`src/rtl/enet_csr_pkg.sv`:
```
package enet_csr_pkg;
   localparam int CSR_W   = 16;
   // register 0 bit positions (host-visible layout)
   localparam int B_ERR   = 15;
   localparam int B_INTR  = 7;
   localparam int B_INEA  = 6;
   localparam int B_RXON  = 5;
   localparam int B_TXON  = 4;
   localparam int B_TDMD  = 3;
   localparam int B_STOP  = 2;
   localparam int B_STRT  = 1;
   localparam int B_INIT  = 0;
   // event flags occupy bits EV_LSB .. EV_LSB+EV_N-1
   localparam int EV_LSB  = 8;
   localparam int EV_N    = 7;
   localparam int EV_IDON = 0;
   localparam int EV_TINT = 1;
   localparam int EV_RINT = 2;
   localparam int EV_MERR = 3;
   localparam int EV_MISS = 4;
   localparam int EV_CERR = 5;
   localparam int EV_BABL = 6;
   // which event flags feed each summary bit
   localparam logic [EV_N-1:0] ERR_MASK = 7'b1111000;
   localparam logic [EV_N-1:0] INT_MASK = 7'b1011111;
endpackage

```
`src/rtl/enet_csr0_core.sv`:
```
module enet_csr0_core
   import enet_csr_pkg::*;
(
   input  logic              clk,
   input  logic              rst_n,
   input  logic              wr_en,
   input  logic [CSR_W-1:0]  wdata,
   input  logic [EV_N-1:0]   evt_set,
   input  logic              clr_init,
   input  logic              clr_tdmd,
   input  logic              init_rx_en,
   input  logic              init_tx_en,
   output logic [CSR_W-1:0]  csr0_rd,
   output logic              init_o,
   output logic              strt_o,
   output logic              stop_o,
   output logic              tdmd_o,
   output logic              rxon_o,
   output logic              txon_o
);
   logic [EV_N-1:0] ev_q, ev_d, w1c, ev_vis;
   logic stop_q, strt_q, init_q, tdmd_q, inea_q, rxon_q, txon_q;
   logic stop_d, strt_d, init_d, tdmd_d, inea_d, rxon_d, txon_d;
   logic err_sum, int_sum, rx_vis, tx_vis;

   always_comb begin
      w1c    = wr_en ? wdata[EV_LSB +: EV_N] : '0;
      // hardware set is applied after the host clear, so it wins
      ev_d   = (ev_q & ~w1c) | evt_set;
      if (stop_q) ev_d[EV_IDON] = 1'b0;

      tdmd_d = (tdmd_q & ~clr_tdmd) | (wr_en & wdata[B_TDMD]);
      init_d = (init_q & ~clr_init) | (wr_en & wdata[B_INIT]);
      strt_d = strt_q | (wr_en & wdata[B_STRT]);
      stop_d = stop_q;
      if (wr_en && (wdata[B_STRT] || wdata[B_INIT])) stop_d = 1'b0;
      if (wr_en && wdata[B_STOP]) begin
         stop_d = 1'b1;
         strt_d = 1'b0;
         init_d = 1'b0;
      end
      inea_d = wr_en ? wdata[B_INEA] : inea_q;

      rxon_d = clr_init ? init_rx_en : rxon_q;
      txon_d = clr_init ? init_tx_en : txon_q;
      if (ev_q[EV_MERR]) begin
         rxon_d = 1'b0;
         txon_d = 1'b0;
      end
   end

   always_ff @(posedge clk or negedge rst_n) begin
      if (!rst_n) begin
         ev_q   <= '0;
         stop_q <= 1'b1;
         strt_q <= 1'b0;
         init_q <= 1'b0;
         tdmd_q <= 1'b0;
         inea_q <= 1'b0;
         rxon_q <= 1'b0;
         txon_q <= 1'b0;
      end else begin
         ev_q   <= ev_d;
         stop_q <= stop_d;
         strt_q <= strt_d;
         init_q <= init_d;
         tdmd_q <= tdmd_d;
         inea_q <= inea_d;
         rxon_q <= rxon_d;
         txon_q <= txon_d;
      end
   end

   // overrides act on the read side at once, storage follows a cycle later
   always_comb begin
      ev_vis          = ev_q;
      ev_vis[EV_IDON] = ev_q[EV_IDON] & ~stop_q;
      rx_vis          = rxon_q & ~ev_q[EV_MERR];
      tx_vis          = txon_q & ~ev_q[EV_MERR];
      err_sum         = |(ev_vis & ERR_MASK);
      int_sum         = |(ev_vis & INT_MASK);
   end

   always_comb begin
      csr0_rd                      = '0;
      csr0_rd[B_ERR]               = err_sum;
      csr0_rd[EV_LSB +: EV_N]      = ev_vis;
      csr0_rd[B_INTR]              = int_sum;
      csr0_rd[B_INEA]              = inea_q;
      csr0_rd[B_RXON]              = rx_vis;
      csr0_rd[B_TXON]              = tx_vis;
      csr0_rd[B_TDMD]              = tdmd_q;
      csr0_rd[B_STOP]              = stop_q;
      csr0_rd[B_STRT]              = strt_q;
      csr0_rd[B_INIT]              = init_q;
   end

   assign init_o = init_q;
   assign strt_o = strt_q;
   assign stop_o = stop_q;
   assign tdmd_o = tdmd_q;
   assign rxon_o = rx_vis;
   assign txon_o = tx_vis;

   p_stop_wins_r5: assert property (@(posedge clk) disable iff (!rst_n)
      (wr_en && wdata[B_STOP]) |=> (stop_q && !strt_q && !init_q));
   p_w1c_rint_r3: assert property (@(posedge clk) disable iff (!rst_n)
      (wr_en && wdata[EV_LSB+EV_RINT] && !evt_set[EV_RINT]) |=> !ev_q[EV_RINT]);
   p_set_wins_r12: assert property (@(posedge clk) disable iff (!rst_n)
      evt_set[EV_TINT] |=> ev_q[EV_TINT]);
   p_merr_off_r9: assert property (@(posedge clk) disable iff (!rst_n)
      ev_q[EV_MERR] |=> (!rxon_q && !txon_q));
   p_stop_idon_r9: assert property (@(posedge clk) disable iff (!rst_n)
      stop_q |=> !ev_q[EV_IDON]);
   p_tdmd_hold_r4: assert property (@(posedge clk) disable iff (!rst_n)
      (tdmd_q && !clr_tdmd) |=> tdmd_q);
   p_inea_follow_r6: assert property (@(posedge clk) disable iff (!rst_n)
      wr_en |=> (inea_q == $past(wdata[B_INEA])));
endmodule

```
`src/rtl/enet_csr_plain_bank.sv`:
```
module enet_csr_plain_bank #(
   parameter int DATA_W   = 16,
   parameter int NUM_REGS = 4,
   localparam int IDX_W   = $clog2(NUM_REGS)
) (
   input  logic              clk,
   input  logic              rst_n,
   input  logic              wr_en,
   input  logic [IDX_W-1:0]  idx,
   input  logic [DATA_W-1:0] wdata,
   output logic [DATA_W-1:0] rdata
);
   logic [DATA_W-1:0] bank_w [NUM_REGS];

   for (genvar k = 0; k < NUM_REGS; k++) begin : g_reg
      if (k == 0) begin : g_hole
         // slot 0 lives in the command/status core
         assign bank_w[k] = '0;
      end else begin : g_flop
         logic [DATA_W-1:0] q;
         always_ff @(posedge clk or negedge rst_n) begin
            if (!rst_n)                              q <= '0;
            else if (wr_en && idx == IDX_W'(k))      q <= wdata;
         end
         assign bank_w[k] = q;

         p_store_r11: assert property (@(posedge clk) disable iff (!rst_n)
            (wr_en && idx == IDX_W'(k)) |=> (q == $past(wdata)));
      end
   end

   assign rdata = bank_w[idx];
endmodule

```
`src/rtl/enet_csr_irq_gate.sv`:
```
module enet_csr_irq_gate #(
   parameter bit REG_OUT = 1'b0
) (
   input  logic clk,
   input  logic rst_n,
   input  logic int_sum,
   input  logic int_en,
   output logic irq_o
);
   if (REG_OUT) begin : g_reg
      always_ff @(posedge clk or negedge rst_n) begin
         if (!rst_n) irq_o <= 1'b0;
         else        irq_o <= int_sum & int_en;
      end
   end else begin : g_comb
      assign irq_o = int_sum & int_en;
   end
endmodule

```
`src/rtl/enet_csr_file.sv`:
```
module enet_csr_file
   import enet_csr_pkg::*;
#(
   parameter int DATA_W   = 16,
   parameter int NUM_REGS = 4,
   parameter bit IRQ_REG  = 1'b0,
   localparam int SEL_W   = $clog2(NUM_REGS)
) (
   input  logic              clk,
   input  logic              rst_n,
   input  logic              bus_wr,
   input  logic              bus_addr,
   input  logic [DATA_W-1:0] bus_wdata,
   output logic [DATA_W-1:0] bus_rdata,
   input  logic [EV_N-1:0]   evt_set,
   input  logic              clr_init,
   input  logic              clr_tdmd,
   input  logic              init_rx_en,
   input  logic              init_tx_en,
   output logic              cmd_init,
   output logic              cmd_strt,
   output logic              cmd_stop,
   output logic              cmd_tdmd,
   output logic              rx_on,
   output logic              tx_on,
   output logic              irq
);
   if (DATA_W != CSR_W) begin : g_bad_width
      $error("enet_csr_file: DATA_W must equal the fixed register layout width");
   end
   if (NUM_REGS < 2 || (NUM_REGS & (NUM_REGS - 1)) != 0) begin : g_bad_depth
      $error("enet_csr_file: NUM_REGS must be a power of two, at least 2");
   end

   logic [SEL_W-1:0]  sel_q;
   logic [DATA_W-1:0] csr0_rd, bank_rd;
   logic              wr_sel, wr_core, wr_bank;

   assign wr_sel  = bus_wr &  bus_addr;
   assign wr_core = bus_wr & ~bus_addr & (sel_q == '0);
   assign wr_bank = bus_wr & ~bus_addr & (sel_q != '0);

   always_ff @(posedge clk or negedge rst_n) begin
      if (!rst_n)      sel_q <= '0;
      else if (wr_sel) sel_q <= bus_wdata[SEL_W-1:0];
   end

   enet_csr0_core u_core (
      .clk        (clk),
      .rst_n      (rst_n),
      .wr_en      (wr_core),
      .wdata      (bus_wdata),
      .evt_set    (evt_set),
      .clr_init   (clr_init),
      .clr_tdmd   (clr_tdmd),
      .init_rx_en (init_rx_en),
      .init_tx_en (init_tx_en),
      .csr0_rd    (csr0_rd),
      .init_o     (cmd_init),
      .strt_o     (cmd_strt),
      .stop_o     (cmd_stop),
      .tdmd_o     (cmd_tdmd),
      .rxon_o     (rx_on),
      .txon_o     (tx_on)
   );

   enet_csr_plain_bank #(
      .DATA_W   (DATA_W),
      .NUM_REGS (NUM_REGS)
   ) u_bank (
      .clk   (clk),
      .rst_n (rst_n),
      .wr_en (wr_bank),
      .idx   (sel_q),
      .wdata (bus_wdata),
      .rdata (bank_rd)
   );

   enet_csr_irq_gate #(
      .REG_OUT (IRQ_REG)
   ) u_irq (
      .clk     (clk),
      .rst_n   (rst_n),
      .int_sum (csr0_rd[B_INTR]),
      .int_en  (csr0_rd[B_INEA]),
      .irq_o   (irq)
   );

   always_comb begin
      if (bus_addr)            bus_rdata = {{(DATA_W-SEL_W){1'b0}}, sel_q};
      else if (sel_q == '0)    bus_rdata = csr0_rd;
      else                     bus_rdata = bank_rd;
   end

   p_sel_mask_r2: assert property (@(posedge clk) disable iff (!rst_n)
      wr_sel |=> (sel_q == $past(bus_wdata[SEL_W-1:0])));

   if (!IRQ_REG) begin : g_irq_chk
      p_irq_gate_r10: assert property (@(posedge clk) disable iff (!rst_n)
         !csr0_rd[B_INEA] |-> !irq);
   end
endmodule

```
`config.mk`:
```
export PLATFORM = sky130hd
export DESIGN_NAME = enet_csr_file
export DESIGN_NICKNAME = d
export VERILOG_FILES = /design/src/rtl/enet_csr_pkg.sv /design/src/rtl/enet_csr0_core.sv /design/src/rtl/enet_csr_plain_bank.sv /design/src/rtl/enet_csr_irq_gate.sv /design/src/rtl/enet_csr_file.sv
export SDC_FILE = /design/constraint.sdc
export NUM_CORES = 1
export LEC_CHECK = 0
export BUFFER_PORTS_ARGS = -buffer_cell sky130_fd_sc_hd__buf_2
export CORE_UTILIZATION = 50
export DETAILED_ROUTE_END_ITERATION = 6
export GPL_ROUTABILITY_DRIVEN = 0
export PLACE_DENSITY = 0.72
export SYNTH_ARGS = -nofsm -noshare
export SYNTH_HDL_FRONTEND = slang
export SYNTH_HIERARCHICAL = 1
export SYNTH_SLANG_ARGS = --single-unit
```
`constraint.sdc`:
```
create_clock -name clk -period 5.2 [get_ports clk]
set_clock_uncertainty 0.05 [all_clocks]
set_input_delay 1.3 -clock clk [delete_from_list [all_inputs] [get_ports clk]]
set_output_delay 1.3 -clock clk [all_outputs]
set_load 0.02 [all_outputs]
```
Word level (Yosys, flattened, before mapping):

Cells that the tools add are included.

* bits in registers: 64
* logic and storage cells: 68
* input port bits: 31

* multiplexer cells: 15
* equality and inequality tests: 3
* reductions and logical operators: 12
* magnitude comparators: 1
* bitwise gates (word level): 25

Operators with widths (number)
* $mux W16: 4
* $bmux W16 S2: 1
* $and A1 B1 Y1: 13
* $mux W1: 9
* $and A7 B7 Y7: 1
* $mux W7: 1
* $not A7 Y7: 1
* $or A7 B7 Y7: 1
* $reduce_bool A2 Y1: 3
* $reduce_or A6 Y1: 1
* $logic_and A1 B1 Y1: 5
* $not A1 Y1: 5
* $eq A2 B2 Y1 const B: 2
* $reduce_or A4 Y1: 1
* $ge A3 B3 Y1 const B: 1
* $not A2 Y3: 1
* $or A1 B1 Y1: 3
* $eq A2 B1 Y1 const B: 1
* $logic_not A2 Y1: 1
* $logic_or A1 B1 Y1: 1

Logic depth before layout (Yosys ltp):

Gate-level depths: netlist (run 1).

* word-level depth: 8
* gate-level depth with buffers: 6

Modules after synthesis:

Netlist (run 1), hierarchy kept.

By module, submodules not included
* enet_csr_plain_bank: cells each 141, seq. area each 1201.2 µm², instances 1, area an instance 2280.9 µm²
* enet_csr0_core: cells each 66, seq. area each 351.6 µm², instances 1, area an instance 690.7 µm²
* enet_csr_file: cells each 63, seq. area each 50.0 µm², instances 1, area an instance 432.9 µm²
* enet_csr_irq_gate: cells each 1, seq. area each 0.0 µm², instances 1, area an instance 6.3 µm²

Least setup slack after synthesis (run 1):

Ideal clock, no wire load.

* kind: input to output
* start: input bus_addr
* end: output bus_rdata[10]
* required time: 3.850 ns
* slack: 1.856 ns
* stages: 3
* path buffers: 2
* arrival: 1.994 ns
* cell sequence: buf_2 > buf_1 > a21oi_1

* longest elaborated chain between the ends: 1

RTL lines
* from (decl): RTL line enet_csr_file.sv:12 `input logic bus_addr,`
* $mux W16: RTL line enet_csr_file.sv:90 `if (bus_addr) bus_rdata = {{(DATA_W-SEL_W){1'b0}}, sel_q};`
* to (decl): RTL line enet_csr_file.sv:14 `output logic [DATA_W-1:0] bus_rdata,`

Every way passes these cells.

Worst setup path after layout (run 1):

* start: register sel_q[1]
* end: output bus_rdata[0]

* longest elaborated chain between the ends: 6
* elaborated cells between the ends (all ways): 7
* classes of those cells: 5 x mux; 1 x bitwise; 1 x reduce/logical

RTL lines
* from (decl): RTL line enet_csr_file.sv:35 `logic [SEL_W-1:0] sel_q;`
* from (signal assigned): RTL line enet_csr_file.sv:45 `else if (wr_sel) sel_q <= bus_wdata[SEL_W-1:0];`
* $not A2 Y3 (implied by the code): RTL line enet_csr_plain_bank.sv:32 `assign rdata = bank_w[idx];`
* $bmux W16 S2: RTL line enet_csr_plain_bank.sv:32
* $mux W16 (implied by the code) (2 in series): RTL line enet_csr_plain_bank.sv:32
* net bank_rd[0]: RTL line enet_csr_file.sv:36 `logic [DATA_W-1:0] csr0_rd, bank_rd;`
* $mux W16: RTL line enet_csr_file.sv:91 `else if (sel_q == '0) bus_rdata = csr0_rd;`
* $mux W16: RTL line enet_csr_file.sv:90

The timed path passes the listed nets, and every way through them passes these cells. The select of a mux whose other input is x is not followed.

==> qor.txt, run 1 <==
Min cycle time layout = 3.85 ns
Synthesized-area fraction occupied by adder cells = 0%
Rows = 29
CTS root buf = clkbuf_8
Layout net count = 338
DIE AREA = 7160 um^2
Max_cap viols = 0
Status = finished with violations
CTS Buffer Depth = 2
Post-synth EDFFs = 0
Post-synthesis register bit count = 64
Mux share of post-synthesis cell area = 24.9%
Worst min path class = reg2reg
Crit path arrival time = 2.50 ns
Met3 WL = 289 um
Post-cts sizing count = 0
WP data required = 3.85 ns
WL per Instance = 17.8 um
Main synth FF type = dfrtp_1
Antenna violations before repair = 0
Vert. Die Dim = 84.6 um
Setup-failing EPs final = 0
DR vias/cell = 5.79
Synth cell count leaders = dfrtp_1 (63), mux2_2 (47), mux2_4 (20)
Routed length on met2 = 3.28 mm
Rel. slew slack = 51.1%
Worst Tran Pin Value = 0.734 ns
RSZ-0062 raised after global routing = false
PortBufs = 53
Period utilization = 74.0%
Post-CTS setup buffers = 0
Clock transition at path regs = 0.06 ns
CTS buffer count = 9
Part of the Yosys area used for sequential elements = 47.0%
Clock Sinks = 64
Syn_nets = 302
Most common cell in the synthesized netlist = dfrtp_1
Initial core utilization = 52.8%
Gr usage total = 21.2%
Pwr per Cell Area = 486 nW/um^2
Clock tree from TritonCTS = done
Synth cell types = 35
Pwr Total = 1.84 mW
Detailed Place HPWL = 4.64 mm
CP Max Fanout = 37
I/O pin total = 54
Worst setup EP type = output port
# hold bufs at CTS = 0
Vias in the first global route = 2239
Yosys warns = 6
Largest net degree at the start of global routing = 59
Syn Area/Cell = 12.6 um^2
Type of the worst setup path = reg2out
Max IR drop VDD = 260 uV
Detailed-route DRC error count = 3
Failing checks = design-rule violations
Synth Area in XOR/XNOR = 0%
DRT met1 WL = 3.19 mm
LEAKAGE = 1.81 nW
Worst setup margin = 1.35 ns
Area share of the largest cell type after synthesis = 46.2%
CP Launch Type = flip-flop
Fin util = 58.8%
Vias = 2247
Yosys top cell by area = dfrtp_1
Synth Area in Compound Gates = 12.1%
Setup TNS = 0 ns
Synthesized instance count = 271
WHS = 0.448 ns
DRT iter0 DRCs = 96
Fmax = 260 MHz
DP Worst Slack = 1.71 ns
Area of the mapped netlist = 3410 um^2
Grt total ovfl = 0
Final hold violations = 0
Synth area leaders = dfrtp_1 (46%), mux2_2 (16%), mux2_4 (8.8%), a22o_1 (4.4%), buf_4 (3.3%)
Area growth syn-to-layout = 11.3%
First-pass GRT wire length = 11.4 mm
Max Slew Vio Count = 0
CORE AREA = 6460 um^2
Max Used Layer = met4
Diodes inserted = 0
Pre-antenna DRT Iters = 7
Clock latency at the later pin of the worst-skew pair = 0.33 ns
Share of layout cells above drive strength 1 = 48.9%
Die W = 84.6 um
Synth Area in Simple Gates = 8.99%
Synth async-reset ratio = 100%
Routed Antenna Nets = 0
Routed WL = 6.91 mm
Largest family of logic cells by synthesized area = multiplexers
CTS H-tree depth = 3
==> cell usage in the layout, fill, tap and decap left out, types with 2 or more instances in the layout <==
cell type	instances
buf_2	53
o32a_1	2
nand3b_4	2
inv_1	2
buf_4	5
and2b_2	2
o21ai_0	16
clkbuf_8	11
a21oi_1	16
mux2_4	20
o21ba_2	2
mux2_2	47
nand2_1	9
or3b_2	3
a21o_1	5
a22o_1	17
dfrtp_1	63
nand2b_1	2
or3b_1	11
nor2b_1	2
mux2i_1	2
bufinv_16	2
nor2_1	5
==> report_power, final <==
part	internal (mW)	switching, mW
Clock	0.293	0.178
Sequential	0.687	0.114
Combinational	0.339	0.233
==> through the flow <==
step           cells  cell area [um^2]
5_1_grt          388              3800
3_3_place_gp     373              3580
2_1_floorplan    271              3410
3_5_place_dp     373              3580
4_1_cts          388              3800
6_report         388              3800
==> sequential cells by signal, indices dropped and copies added, names as in the netlist <==
signal,flops
u_bank/g.g_flop.q,48
u_core/ev_q,7
sel_q,2
u_core/inea_q,1
u_core/init_o,1
u_core/rxon_q,1
u_core/stop_o,1
u_core/strt_o,1
u_core/tdmd_o,1
u_core/txon_q,1
==> path summary, 6_finish.rpt <==
path,startpoint,end,slack [ns],cells past startpoint
min in group asynchronous,rst_n,u_bank/g_reg[1].g_flop.q[4]$_DFFE_PN0P_,0.73,1
hold / removal,u_bank/g_reg[3].g_flop.q[12]$_DFFE_PN0P_,u_bank/g_reg[3].g_flop.q[12]$_DFFE_PN0P_,0.45,1
setup / recovery,sel_q[1]$_DFFE_PN0P_,bus_rdata[0],1.35,5
max in group asynchronous,rst_n,u_bank/g_reg[2].g_flop.q[8]$_DFFE_PN0P_,3.40,2
hold reg to reg,u_bank/g_reg[3].g_flop.q[12]$_DFFE_PN0P_,u_bank/g_reg[3].g_flop.q[12]$_DFFE_PN0P_,0.45,1
setup reg to reg,sel_q[1]$_DFFE_PN0P_,u_bank/g_reg[1].g_flop.q[11]$_DFFE_PN0P_,2.50,5
==> critical path: stages (launching register included) <==
cell and delay, ns:
dfrtp_1 0.65, buf_4 0.46, mux2_2 0.39, a22o_1 0.18
o32a_1 0.33, buf_2 0.16
==> layer usage <==
layer	GRT usage, %	vias to the layer above
li1	-	1043
met1	28.8	1133
met2	32.7	59
met3	3.83	12
met4	10.5	0
met5	0	-
==> cell families after synthesis <==
logic type / Yosys count
mux: 69
flops: 64
compound gates: 61
simple gates: 42
buf+inv: 35
==> area by class of cell <==
cell class              count  area (um^2)
fillers                   548         2660
flip-flops and latches     64         1600
multi-input cells         172         1570
repair buffers             58          303
clock buffers              12          155
well taps                  77         96.3
clock inverters             3         65.1
inverters                   2         7.51
(Power assumes the default switching activity.)
==> inputs of run 2 (changes only) <==
==> constraint.sdc (replaced) <==
create_clock -name clk -period 3.65 [get_ports clk]
set_clock_uncertainty 0.05 [all_clocks]
set_input_delay 0.9125 -clock clk [delete_from_list [all_inputs] [get_ports clk]]
set_output_delay 0.9125 -clock clk [all_outputs]
set_load 0.02 [all_outputs]
==> qor.txt, run 2 (same netlist as run 1, synthesis figures left out) <==
Placed inst area = 3600 um^2 (+0.63%)
Vias = 2255 (+0.36%)
Die W = 84.6 um (unchanged)
Worst R2R End = u_bank/g_reg[1].g_flop.q[13]$_DFFE_PN0P_
Commonest non-fill, non-tap cell in the layout = dfrtp_1
Hold Path Origin = u_core/ev_q[4]$_DFF_PN0_
# hold bufs at CTS = 0 (unchanged)
Top reg by flops = u_bank/g.g_flop.q
Worst setup EP type = output port
Max IR drop VDD = 316 uV (+22%)
CORE AREA = 6460 um^2 (unchanged)
Pwr per Cell Area = 684 nW/um^2 (+41%)
Pre-antenna DRT Iters = 6 (-1)
DIE AREA = 7160 um^2 (unchanged)
Post-CTS setup buffers = 0 (unchanged)
First-pass GRT wire length = 11.7 mm (+3.0%)
Share of layout cells above drive strength 1 = 49.7% (+0.81 points)
Path depth of the worst reg2reg path = 5 (unchanged)
Biggest regs = u_bank/g.g_flop.q: 48 flops, u_core/ev_q: 7 flops, sel_q: 2 flops
Routed Antenna Nets = 0 (unchanged)
Non-filler instance count after layout = 391 (+0.77%)
WP data required = 2.69 ns (-1.16 ns)
Vert. Die Dim = 84.6 um (unchanged)
R2r setup slk = 1.25 ns (-1.25 ns)
PortBufs = 53 (unchanged)
Setup-failing EPs final = 0 (unchanged)
Hold path depth = 1 (unchanged)
Vias in the first global route = 2220 (-0.85%)
CP Launch Type = flip-flop
Layout net count = 341 (+0.89%)
DR vias/cell = 5.77 (-0.41%)
Max_cap viols = 0 (unchanged)
RSZ-0062 raised after global routing = false
CP Max Fanout = 7 (-81%)
Grt total ovfl = 0 (unchanged)
Antenna violations before repair = 0 (unchanged)
I/O pin total = 54 (unchanged)
Largest net degree at the start of global routing = 53 (-10%)
Fin util = 58.9% (+0.12 points)
Most frequent cells in the layout = dfrtp_1 (63), buf_2 (53), mux2_2 (47)
Worst Tran Pin Value = 0.961 ns (+0.228 ns)
Max reg flops = 48 (unchanged)
Rel. slew slack = 35.9% (-15 points)
Diodes inserted = 0 (unchanged)
Final hold violations = 0 (unchanged)
Status = completed
Period utilization = 85.0%
Rows = 29 (unchanged)
Number of fill cells = 550 (+0.36%)
Pwr Total = 2.60 mW (+41%)
CTS buffer count = 9 (unchanged)
Min cycle time layout = 3.10 ns
Routed WL = 7.22 mm (+4.5%)
Fmax = 322 MHz
Initial core utilization = 52.8% (unchanged)
Detailed Place HPWL = 4.66 mm (+0.34%)
Max Slew Vio Count = 0 (unchanged)
Post-cts sizing count = 0 (unchanged)
Hold Crit Endpoint = u_core/ev_q[4]$_DFF_PN0_
CTS H-tree depth = 3 (unchanged)
Gr usage total = 21.7% (+0.48 points)
Clock Sinks = 64 (unchanged)
Area growth syn-to-layout = 11.6%
R2R Path Start = sel_q[0]$_DFFE_PN0P_
Detailed-route DRC error count = 0 (-3)
CTS Buffer Depth = 2 (unchanged)
Clock transition at path regs = 0.07 ns (about the same)
WHS = 0.439 ns (-0.00920 ns)
Crit path arrival time = 2.14 ns (-0.36 ns)
Placed Cells = 376 (+0.80%)
Type of the worst setup path = reg2out
LEAKAGE = 1.82 nW (+0.58%)
WL per Instance = 18.5 um (+3.7%)
Worst setup margin = 0.549 ns (-0.802 ns)
Clock tree from TritonCTS = done
Setup TNS = 0 ns (unchanged)
Worst min path class = reg2reg
DRT iter0 DRCs = 94 (-2.1%)
Clock latency at the later pin of the worst-skew pair = 0.33 ns (about the same)
Cell area after layout = 3800 um^2 (+0.20%)
DP Worst Slack = 0.901 ns (-0.812 ns)
CTS root buf = clkbuf_8
## run 2: changes by cell type in the layout (fill, tap and decap cells not counted)
cell,before,now
buf_4,5,8
bufinv_16,2,1
clkbuf_1,1,0
clkbuf_8,11,12
clkinv_2,1,2
## run 2: where the power goes
group | internal (mW) | switching, mW | leakage [nW]
clock | 0.366 | 0.263 | 0.108
sequential | 0.979 | 0.159 | 0.760
combinational | 0.489 | 0.348 | 0.949
total | 1.83 | 0.769 | 1.82
## run 2: worst max-delay path: stages, from the launching register on
cell,delay [ns]
dfrtp_1,0.44
nor2b_1,0.48
buf_4,0.26
a22o_1,0.15
o21ai_0,0.08
a21oi_1,0.20
buf_2,0.19
## run 2: worst max path at each step
stage	cells past startpoint	slack (ns)	start	end
floorplan	5	1.07	sel_q[1]$_DFFE_PN0P_	bus_rdata[0]
global placement	4	0.90	bus_addr	bus_rdata[0]
detailed placement	4	0.90	bus_addr	bus_rdata[1]
CTS	6	0.53	sel_q[1]$_DFFE_PN0P_	bus_rdata[12]
global route	6	0.42	sel_q[1]$_DFFE_PN0P_	bus_rdata[12]
finish	6	0.55	sel_q[1]$_DFFE_PN0P_	bus_rdata[12]
## run 2: layer usage
layer | global-route usage, % | share of wire, %
met1 | 30.7 | 48
met2 | 32.7 | 47
met3 | 4.92 | 4.8
met4 | 8.01 | 0.48
met5 | 0 | 0
## run 2: area by class of cell
| class | instances | area (um^2) | area share (%) |
|---|---|---|---|
| clock inverters | 3 | 40.0 | 1.05 |
| flip-flops and latches | 64 | 1600 | 42.1 |
| inverters | 2 | 7.51 | 0.197 |
| well taps | 77 | 96.3 | 2.53 |
| repair buffers | 61 | 325 | 8.55 |
| multi-input cells | 172 | 1570 | 41.2 |
| clock buffers | 12 | 165 | 4.34 |
